## src/rtl/mmio_regs_pkg.sv

```systemverilog
package mmio_regs_pkg;
   localparam logic [31:0] ID_WORD     = 32'h0100_00ED;
   localparam int          OFS_ID      = 'h00;
   localparam int          OFS_CHK     = 'h04;
   localparam int          OFS_STAT    = 'h24;
   localparam int          OFS_SET     = 'h60;
   localparam int          OFS_CLR     = 'h64;
   localparam int          WIDE_BASE   = 'h80;
   localparam int          WORD_BYTES  = 4;
   localparam int          DWORD_BYTES = 8;
   localparam int          CMP_BIT     = 0;
   localparam int          XFR_BIT     = 8;

   typedef enum logic [2:0] {
      SEL_NONE,
      SEL_ID,
      SEL_CHK,
      SEL_STAT,
      SEL_SET,
      SEL_CLR
   } reg_sel_e;
endpackage

```

## src/rtl/mmio_addr_decode.sv

```systemverilog
module mmio_addr_decode
   import mmio_regs_pkg::*;
#(
   parameter int ADDR_W = 20,
   parameter int SIZE_W = 4
) (
   input  logic [ADDR_W-1:0] addr,
   input  logic [SIZE_W-1:0] size,
   input  logic              rd,
   input  logic              wr,
   output reg_sel_e          sel,
   output logic              rd_ok,
   output logic              wr_ok
);
   localparam logic [SIZE_W-1:0] SZ_WORD  = SIZE_W'(WORD_BYTES);
   localparam logic [SIZE_W-1:0] SZ_DWORD = SIZE_W'(DWORD_BYTES);
   localparam logic [ADDR_W-1:0] A_WIDE   = ADDR_W'(WIDE_BASE);

   logic low_win;

   always_comb begin
      unique case (addr)
         ADDR_W'(OFS_ID):   sel = SEL_ID;
         ADDR_W'(OFS_CHK):  sel = SEL_CHK;
         ADDR_W'(OFS_STAT): sel = SEL_STAT;
         ADDR_W'(OFS_SET):  sel = SEL_SET;
         ADDR_W'(OFS_CLR):  sel = SEL_CLR;
         default:           sel = SEL_NONE;
      endcase
   end

   assign low_win = (addr < A_WIDE);
   assign rd_ok   = rd && (size == SZ_WORD);
   assign wr_ok   = wr && (low_win ? (size == SZ_WORD)
                                   : ((size == SZ_WORD) || (size == SZ_DWORD)));
endmodule

```

## src/rtl/mmio_chk_reg.sv

```systemverilog
module mmio_chk_reg #(
   parameter int DATA_W = 32
) (
   input  logic              clk,
   input  logic              rst_n,
   input  logic              we,
   input  logic [DATA_W-1:0] wdata,
   output logic [DATA_W-1:0] q
);
   always_ff @(posedge clk or negedge rst_n) begin
      if (!rst_n)  q <= '0;
      else if (we) q <= ~wdata;
   end
endmodule

```

## src/rtl/mmio_irq_agg.sv

```systemverilog
module mmio_irq_agg #(
   parameter int DATA_W  = 32,
   parameter bit IRQ_REG = 1'b1
) (
   input  logic              clk,
   input  logic              rst_n,
   input  logic [DATA_W-1:0] set_mask,
   input  logic [DATA_W-1:0] clr_mask,
   input  logic [DATA_W-1:0] raise_vec,
   output logic [DATA_W-1:0] stat_q,
   output logic              irq
);
   logic [DATA_W-1:0] stat_d;
   logic              any_set;

   // set first, clear last: clear wins on a shared bit
   assign stat_d  = (stat_q | set_mask | raise_vec) & ~clr_mask;
   assign any_set = |stat_q;

   always_ff @(posedge clk or negedge rst_n) begin
      if (!rst_n) stat_q <= '0;
      else        stat_q <= stat_d;
   end

   generate
      if (IRQ_REG) begin : g_irq_flop
         logic irq_q;
         always_ff @(posedge clk or negedge rst_n) begin
            if (!rst_n) irq_q <= 1'b0;
            else        irq_q <= any_set;
         end
         assign irq = irq_q;
      end else begin : g_irq_comb
         assign irq = any_set;
      end
   endgenerate
endmodule

```

## src/rtl/mmio_irq_regs.sv

```systemverilog
module mmio_irq_regs
   import mmio_regs_pkg::*;
#(
   parameter int ADDR_W  = 20,
   parameter int DATA_W  = 32,
   parameter int SIZE_W  = 4,
   parameter bit IRQ_REG = 1'b1
) (
   input  logic              clk,
   input  logic              rst_n,
   input  logic [ADDR_W-1:0] bus_addr,
   input  logic [DATA_W-1:0] bus_wdata,
   input  logic [SIZE_W-1:0] bus_size,
   input  logic              bus_rd,
   input  logic              bus_wr,
   output logic [DATA_W-1:0] bus_rdata,
   input  logic              cmp_done,
   input  logic              xfr_done,
   output logic              irq_out
);
   localparam int N_SRC = 2;
   localparam int SRC_POS [N_SRC] = '{CMP_BIT, XFR_BIT};

   initial begin
      if (DATA_W != 32)      $error("DATA_W must be 32");
      if (ADDR_W < 8)        $error("ADDR_W too small for the register window");
      if (SIZE_W < 4)        $error("SIZE_W must encode a size of 8");
      if (XFR_BIT >= DATA_W) $error("raise bit outside status word");
   end

   reg_sel_e          sel;
   logic              rd_ok, wr_ok;
   logic              chk_we;
   logic [DATA_W-1:0] chk_q, stat_q;
   logic [DATA_W-1:0] set_mask, clr_mask, raise_vec;
   logic [DATA_W-1:0] rd_mux;
   logic [N_SRC-1:0]  src_pulse;

   mmio_addr_decode #(.ADDR_W(ADDR_W), .SIZE_W(SIZE_W)) u_dec (
      .addr  (bus_addr),
      .size  (bus_size),
      .rd    (bus_rd),
      .wr    (bus_wr),
      .sel   (sel),
      .rd_ok (rd_ok),
      .wr_ok (wr_ok)
   );

   assign chk_we   = wr_ok && (sel == SEL_CHK);
   assign set_mask = (wr_ok && (sel == SEL_SET)) ? bus_wdata : '0;
   assign clr_mask = (wr_ok && (sel == SEL_CLR)) ? bus_wdata : '0;

   mmio_chk_reg #(.DATA_W(DATA_W)) u_chk (
      .clk   (clk),
      .rst_n (rst_n),
      .we    (chk_we),
      .wdata (bus_wdata),
      .q     (chk_q)
   );

   assign src_pulse = {xfr_done, cmp_done};

   generate
      for (genvar b = 0; b < DATA_W; b++) begin : g_raise_bit
         logic hit;
         always_comb begin
            hit = 1'b0;
            for (int s = 0; s < N_SRC; s++)
               if (SRC_POS[s] == b) hit = hit | src_pulse[s];
         end
         assign raise_vec[b] = hit;
      end
   endgenerate

   mmio_irq_agg #(.DATA_W(DATA_W), .IRQ_REG(IRQ_REG)) u_irq (
      .clk       (clk),
      .rst_n     (rst_n),
      .set_mask  (set_mask),
      .clr_mask  (clr_mask),
      .raise_vec (raise_vec),
      .stat_q    (stat_q),
      .irq       (irq_out)
   );

   always_comb begin
      rd_mux = '1;
      if (rd_ok) begin
         unique case (sel)
            SEL_ID:   rd_mux = DATA_W'(ID_WORD);
            SEL_CHK:  rd_mux = chk_q;
            SEL_STAT: rd_mux = stat_q;
            default:  rd_mux = '1;
         endcase
      end
   end

   always_ff @(posedge clk or negedge rst_n) begin
      if (!rst_n)      bus_rdata <= '0;
      else if (bus_rd) bus_rdata <= rd_mux;
   end
endmodule

```

## config.mk

```make
export PLATFORM = sky130hd
export DESIGN_NAME = mmio_irq_regs
export DESIGN_NICKNAME = d
export VERILOG_FILES = /design/src/rtl/mmio_regs_pkg.sv /design/src/rtl/mmio_addr_decode.sv /design/src/rtl/mmio_chk_reg.sv /design/src/rtl/mmio_irq_agg.sv /design/src/rtl/mmio_irq_regs.sv
export SDC_FILE = /design/constraint.sdc
export NUM_CORES = 1
export LEC_CHECK = 0
export BUFFER_PORTS_ARGS = -buffer_cell sky130_fd_sc_hd__buf_2
export CAP_MARGIN = 20
export CORE_ASPECT_RATIO = 0.6
export CORE_UTILIZATION = 47
export CTS_CLUSTER_SIZE = 24
export DETAILED_ROUTE_END_ITERATION = 12
export PLACE_DENSITY = 0.7
export SLEW_MARGIN = 20
export SYNTH_ARGS = -nofsm -noshare
export SYNTH_HDL_FRONTEND = slang
export SYNTH_SLANG_ARGS = --single-unit
```

## constraint.sdc

```tcl
create_clock -name clk -period 2.2 [get_ports clk]
set_clock_uncertainty 0.1 [all_clocks]
set_input_delay 0.33 -clock clk [delete_from_list [all_inputs] [get_ports clk]]
set_output_delay 0.33 -clock clk [all_outputs]
set_load 0.1 [all_outputs]
```

# After elaboration in Yosys (flattened, before gate mapping)
# Cells that the tools add are included.
# W data, S select, Z words.
totals:
  ff_bits: 97
op_classes:
  bitwise_logic: 5
  magnitude_cmp: 1
  eq_ne: 11
  reduce_logical: 8
  n_mux: 6
op_table:
  columns: ["operator", "count"]
  rows:
  - ["$mux W32", 3]
  - ["$pmux W32 S3", 1]
  - ["$not A32 Y32", 2]
  - ["$eq A20 B7 Y1 const B", 2]
  - ["$and A32 B32 Y32", 1]
  - ["$or A32 B32 Y32", 1]
  - ["$or A32 B9 Y32", 1]
  - ["$reduce_or A32 Y1", 1]
  - ["$eq A20 B3 Y1 const B", 1]
  - ["$eq A20 B6 Y1 const B", 1]
  - ["$logic_not A20 Y1", 1]
  - ["$lt A20 B8 Y1 const B", 1]
  - ["$pmux W3 S5", 1]
  - ["$eq A3 B2 Y1 const B", 2]
  - ["$eq A3 B3 Y1 const B", 2]
  - ["$logic_and A1 B1 Y1", 5]
  - ["$eq A4 B3 Y1 const B", 1]
  - ["$eq A4 B4 Y1 const B", 1]
  - ["$eq A3 B1 Y1 const B", 1]
  - ["$logic_or A1 B1 Y1", 1]
  - ["$mux W1", 1]

# Logic depth before layout (Yosys ltp)
logic_depth:
  word_depth: 9
  depth_mapped: 6

# Cells and area by module
# Synthesis repeated with hierarchy kept, for this count alone.
unflattened:
  cells_unflattened: 450
  area_unflattened_um2: 4725.8
by_module_without_submodules:
  columns: ["mod", "instances", "cells_per_inst", "seq_area_each_um2", "area_each_um2"]
  rows:
  - ["mmio_irq_regs", 1, 221, 800.8, 2112.0]
  - ["mmio_chk_reg", 1, 100, 800.8, 1292.5]
  - ["mmio_irq_agg", 1, 108, 825.8, 1181.1]
  - ["mmio_addr_decode", 1, 21, 0.0, 140.1]

# Least setup slack after synthesis
# OpenSTA, ideal clock, no wires.
synth_timing:
  path_kind: "input to register"
  from: "in bus_addr[1]"
  to: "reg bus_rdata[10]"
  arrival_time_ns: 1.574
  required_time_ns: 1.974
  n_path_buf: 1
  setup_time_ns: 0.126
  setup_slack_ns: 0.399
  path_stages: 5
  cell_sequence: "nor4_2 > nand3_2 > a2111oi_4 > buf_6 > a31oi_1"
synth_via:
  elab_chain_len: 5
synth_rtl:
  columns: ["element", "line", "text"]
  rows:
  - ["from (decl)", "mmio_irq_regs.sv:11", "input logic [ADDR_W-1:0] bus_addr,"]
  - ["$eq A20 B7 Y1 (tied with other cells)", "mmio_addr_decode.sv:22", "unique case (addr)"]
  - ["$pmux W3 S5 (*)", "mmio_addr_decode.sv:22", null]
  - ["$eq A3 B2 Y1 / $eq A3 B1 Y1 (equally long branches)", "mmio_irq_regs.sv:88", "unique case (sel)"]
  - ["$pmux W32 S3 (*)", "mmio_irq_regs.sv:88", null]
  - ["$mux W32 (*)", "mmio_irq_regs.sv:87", "if (rd_ok) begin"]
  - ["to (signal assigned)", "mmio_irq_regs.sv:99", "else if (bus_rd) bus_rdata <= rd_mux;"]
  - ["to (decl)", "mmio_irq_regs.sv:16", "output logic [DATA_W-1:0] bus_rdata,"]
# Every way passes the cells marked *; elsewhere a longest branch is shown, timed or not.
# A chain may end at the register's enable or synchronous reset.

# Final worst setup path
layout_timing:
  from: "in bus_addr[13]"
  to: "reg bus_rdata[29]"
# Same word-level chain as after synthesis.

==> out/qor.yml <==
critical_path:
  worst-setup-path-type: "input pin to flip-flop"
  worst_ep_arrival_time_ps: 1850
  critPathMaxFanout: 25
  critPathMaxStageDelay_ps: 460
  worst_path_max_delay_cell: "sky130_fd_sc_hd__a2111oi_4"
  critical_path_required_ps: 2310
  worstSetupEndpointType: "flip-flop"
  startpoint_type: "input pin"
  timing.critical_path.cells: "buf_2 > nor3_1 > nand3_1 > a2111oi_4 > buf_12 > a31oi_1"
sta:
  hold_viol_final: 0
  setup-tns-final_ps: 0
  slew_headroom: 0.658
  worst_pin_slew_ps: 513
  report.final.slew_viol_count: 0
  post-route-period-util: 0.792
  postLayoutSetupSlackWorst_ps: 457
  setup-violations-final: 0
  max_freq_mhz: 574
  layout_min_cycle_time_ps: 1740
  rsz0062_at_grt: "false"
placed_design:
  placement.setup.worst_slack_ps: 101
  io_buffer_count: 94
  globalplace.congestion: 0.852
  dp_hpwl_um: 8990
  placed_area_sq_um: 5220
cts:
  cts.sinks: 97
  tritoncts.num_buffers: 9
  cts.htree.levels: 3
  cts_buffer_depth: 2
  ctsRootBufferMaster: "sky130_fd_sc_hd__clkbuf_16"
  cts.clk_slew.worst_paths_ps: 60
  clkLatencyLatePin_ps: 340
  cts_tree: "built"
run:
  cap_viol_max_count: 0
route:
  via_per_inst: 6.55
  drcViolationCount: 0
  initialDrtViolationCount: 411
  dr_total_vias: 4308
  route.detailed.wl_per_inst_um: 21.2
  postRouteWirelength_um: 14000
  antenna_violating_nets_post_route: 0
  drt_first_pass_iters: 5
floorplanning:
  initial_core_util: 0.492
  top_level_ports: 95
  placement_rows: 27
  placeableCoreArea_sq_um: 9320
  floorplan.die.height_um: 78.5
  die_span_in_x_um: 130
  total_die_area_sq_um: 10200
pwr:
  worst_ir_drop_vdd_mv: 0.385
  cellPowerDensity_nw_per_um2: 656
  power_leakage_nw: 2.17
synth:
  synth.yosys.warnings: 0
  synth-seq-area-share: 0.529
  synth_area_sq_um: 4590
  postSynthAreaPerCell_sq_um: 10.3
  yosysUniqueCellTypes: 31
  post_synth_inst_count: 447
  synth-seq-cells: 97
  synthesis.nets: 509
layout:
  final_layout_size_suffix_gt1_frac: 0.265
  post-route-cell-area_sq_um: 5540
  layout.filler_cells: 810
  num-nets-final: 586
  area_growth_pct: 20.7
  num_antenna_cells: 0
global_route:
  total_track_usage: 0.288
  grt_antenna_before_repair: 0
  grt_max_degree: 98
  grt_first_pass_wirelength_um: 22000
  first_global_vias: 4125
  grt_total_ovfl: 0
run_status:
  outcome: "complete, no violations"
hold_path:
  timing.hold.worst.class: "input pin to flip-flop"
per-stage QoR:
| step | power, W | hold slack, ps | std cells | utilization |
|---|---|---|---|---|
| 2_1_floorplan | 0.00186 | -65.6 | 447 | - |
| 3_3_place_gp | 0.00200 | 322 | 642 | 0.559 |
| 3_5_place_dp | 0.00200 | 326 | 642 | 0.559 |
| 4_1_cts | 0.00364 | 80.6 | 658 | 0.594 |
| 5_1_grt | 0.00375 | 91.1 | 658 | 0.594 |
| 6_report | 0.00363 | 89.8 | 658 | 0.594 |
report_power, final:
group          total [W]  internal, W  switching (W)
clock network    0.00166      0.00102       0.000640
registers        0.00178      0.00178  0.00000000393
logic           0.000187    0.0000607       0.000126
registers in the layout, indices dropped and copies added (netlist names):
name	cells
u_irq.stat_q	32
bus_rdata	32
u_chk.q	32
u_irq.irq	1
synth_stat cells, drive strengths merged:
| cell type | count | share of area |
|---|---|---|
| nand4 | 37 | 0.050 |
| o21ai | 32 | 0.035 |
| o31ai | 32 | 0.052 |
| nor3 | 2 | 0.0022 |
| and2 | 3 | 0.0041 |
| buf | 27 | 0.036 |
| or3 | 1 | 0.0025 |
| mux2i | 2 | 0.0044 |
| inv | 2 | 0.0016 |
| a31oi | 62 | 0.085 |
| and4 | 1 | 0.0019 |
| a2111oi | 1 | 0.0060 |
| and3 | 3 | 0.0041 |
| and3b | 1 | 0.0019 |
| o211ai | 1 | 0.0016 |
| clkbuf | 25 | 0.020 |
| dfrtp | 97 | 0.53 |
| nor4 | 12 | 0.026 |
| nor2b | 2 | 0.0027 |
| o211a | 1 | 0.0022 |
| nor2 | 36 | 0.029 |
| or2 | 1 | 0.0014 |
| o2111a | 1 | 0.0025 |
| nand3 | 28 | 0.032 |
| a41oi | 30 | 0.057 |
| nand2b | 7 | 0.0095 |
logic make-up after synthesis:
| kind of cell | count (synthesis) | synth area share |
|---|---|---|
| muxes | 2 | 0.00436 |
| DFF | 97 | 0.529 |
| AOI/OAI and AO/OA | 160 | 0.241 |
| buffers and inverters | 54 | 0.0581 |
| and+or+nand+nor | 134 | 0.167 |
per-layer routing:
| metal | routed length, um | track usage |
|---|---|---|
| met2 | 5990 | 0.432 |
| met5 | 0 | 0 |
| met1 | 6470 | 0.417 |
| met4 | 115 | 0.0500 |
| met3 | 1390 | 0.0838 |
layout make-up:
cell class              count  area (sq um)  area share
multi-input cells         296          1900       0.343
well taps                 130           163      0.0294
inverters                   2          7.51     0.00136
clock inverters             3          65.1      0.0117
flip-flops and latches     97          2430       0.438
repair buffers            118           731       0.132
clock buffers              12           246      0.0445
final timing paths:
kind,from,endpoint,slack (ps),depth (start not counted)
setup / recovery,bus_addr[13],bus_rdata[29],460,6
setup reg to reg,u_irq.stat_q[13],u_irq.irq,670,3
hold reg to reg,u_chk.q[12],u_chk.q[12],410,2
max in group asynchronous,rst_n,u_chk.q[19],1120,3
min in group asynchronous,rst_n,bus_rdata[3],500,3
hold / removal,bus_wdata[12],u_chk.q[12],90,2
what timing repair did:
action | 4_1_cts | 5_1_grt
buffers inserted | 0 | 0
resized for setup | 0 | 0
hold buffers | 1 | 0
endpoints found under the hold margin | 97 | 0
critical path, delay by kind of cell:
family,cells,cell delay [ps]
buffers and inverters,2,340
AND/OR/NAND/NOR,2,620
AO/OA/AOI/OAI,2,570
cells in the final DEF (no fill, tap or decap), drive strengths merged, types with 2 or more instances in the layout:
master and n:
and3 3, nand3 28, nand2b 7, dfrtp 97
buf 117, nor2b 2, nor4 12, o31ai 32
nand4 37, inv 2, o21ai 32, nor3 2
mux2i 2, bufinv 2, a41oi 30, nor2 36
clkbuf 12, a31oi 62, and2 3
Note: power is estimated with default switching activity, not from simulation.
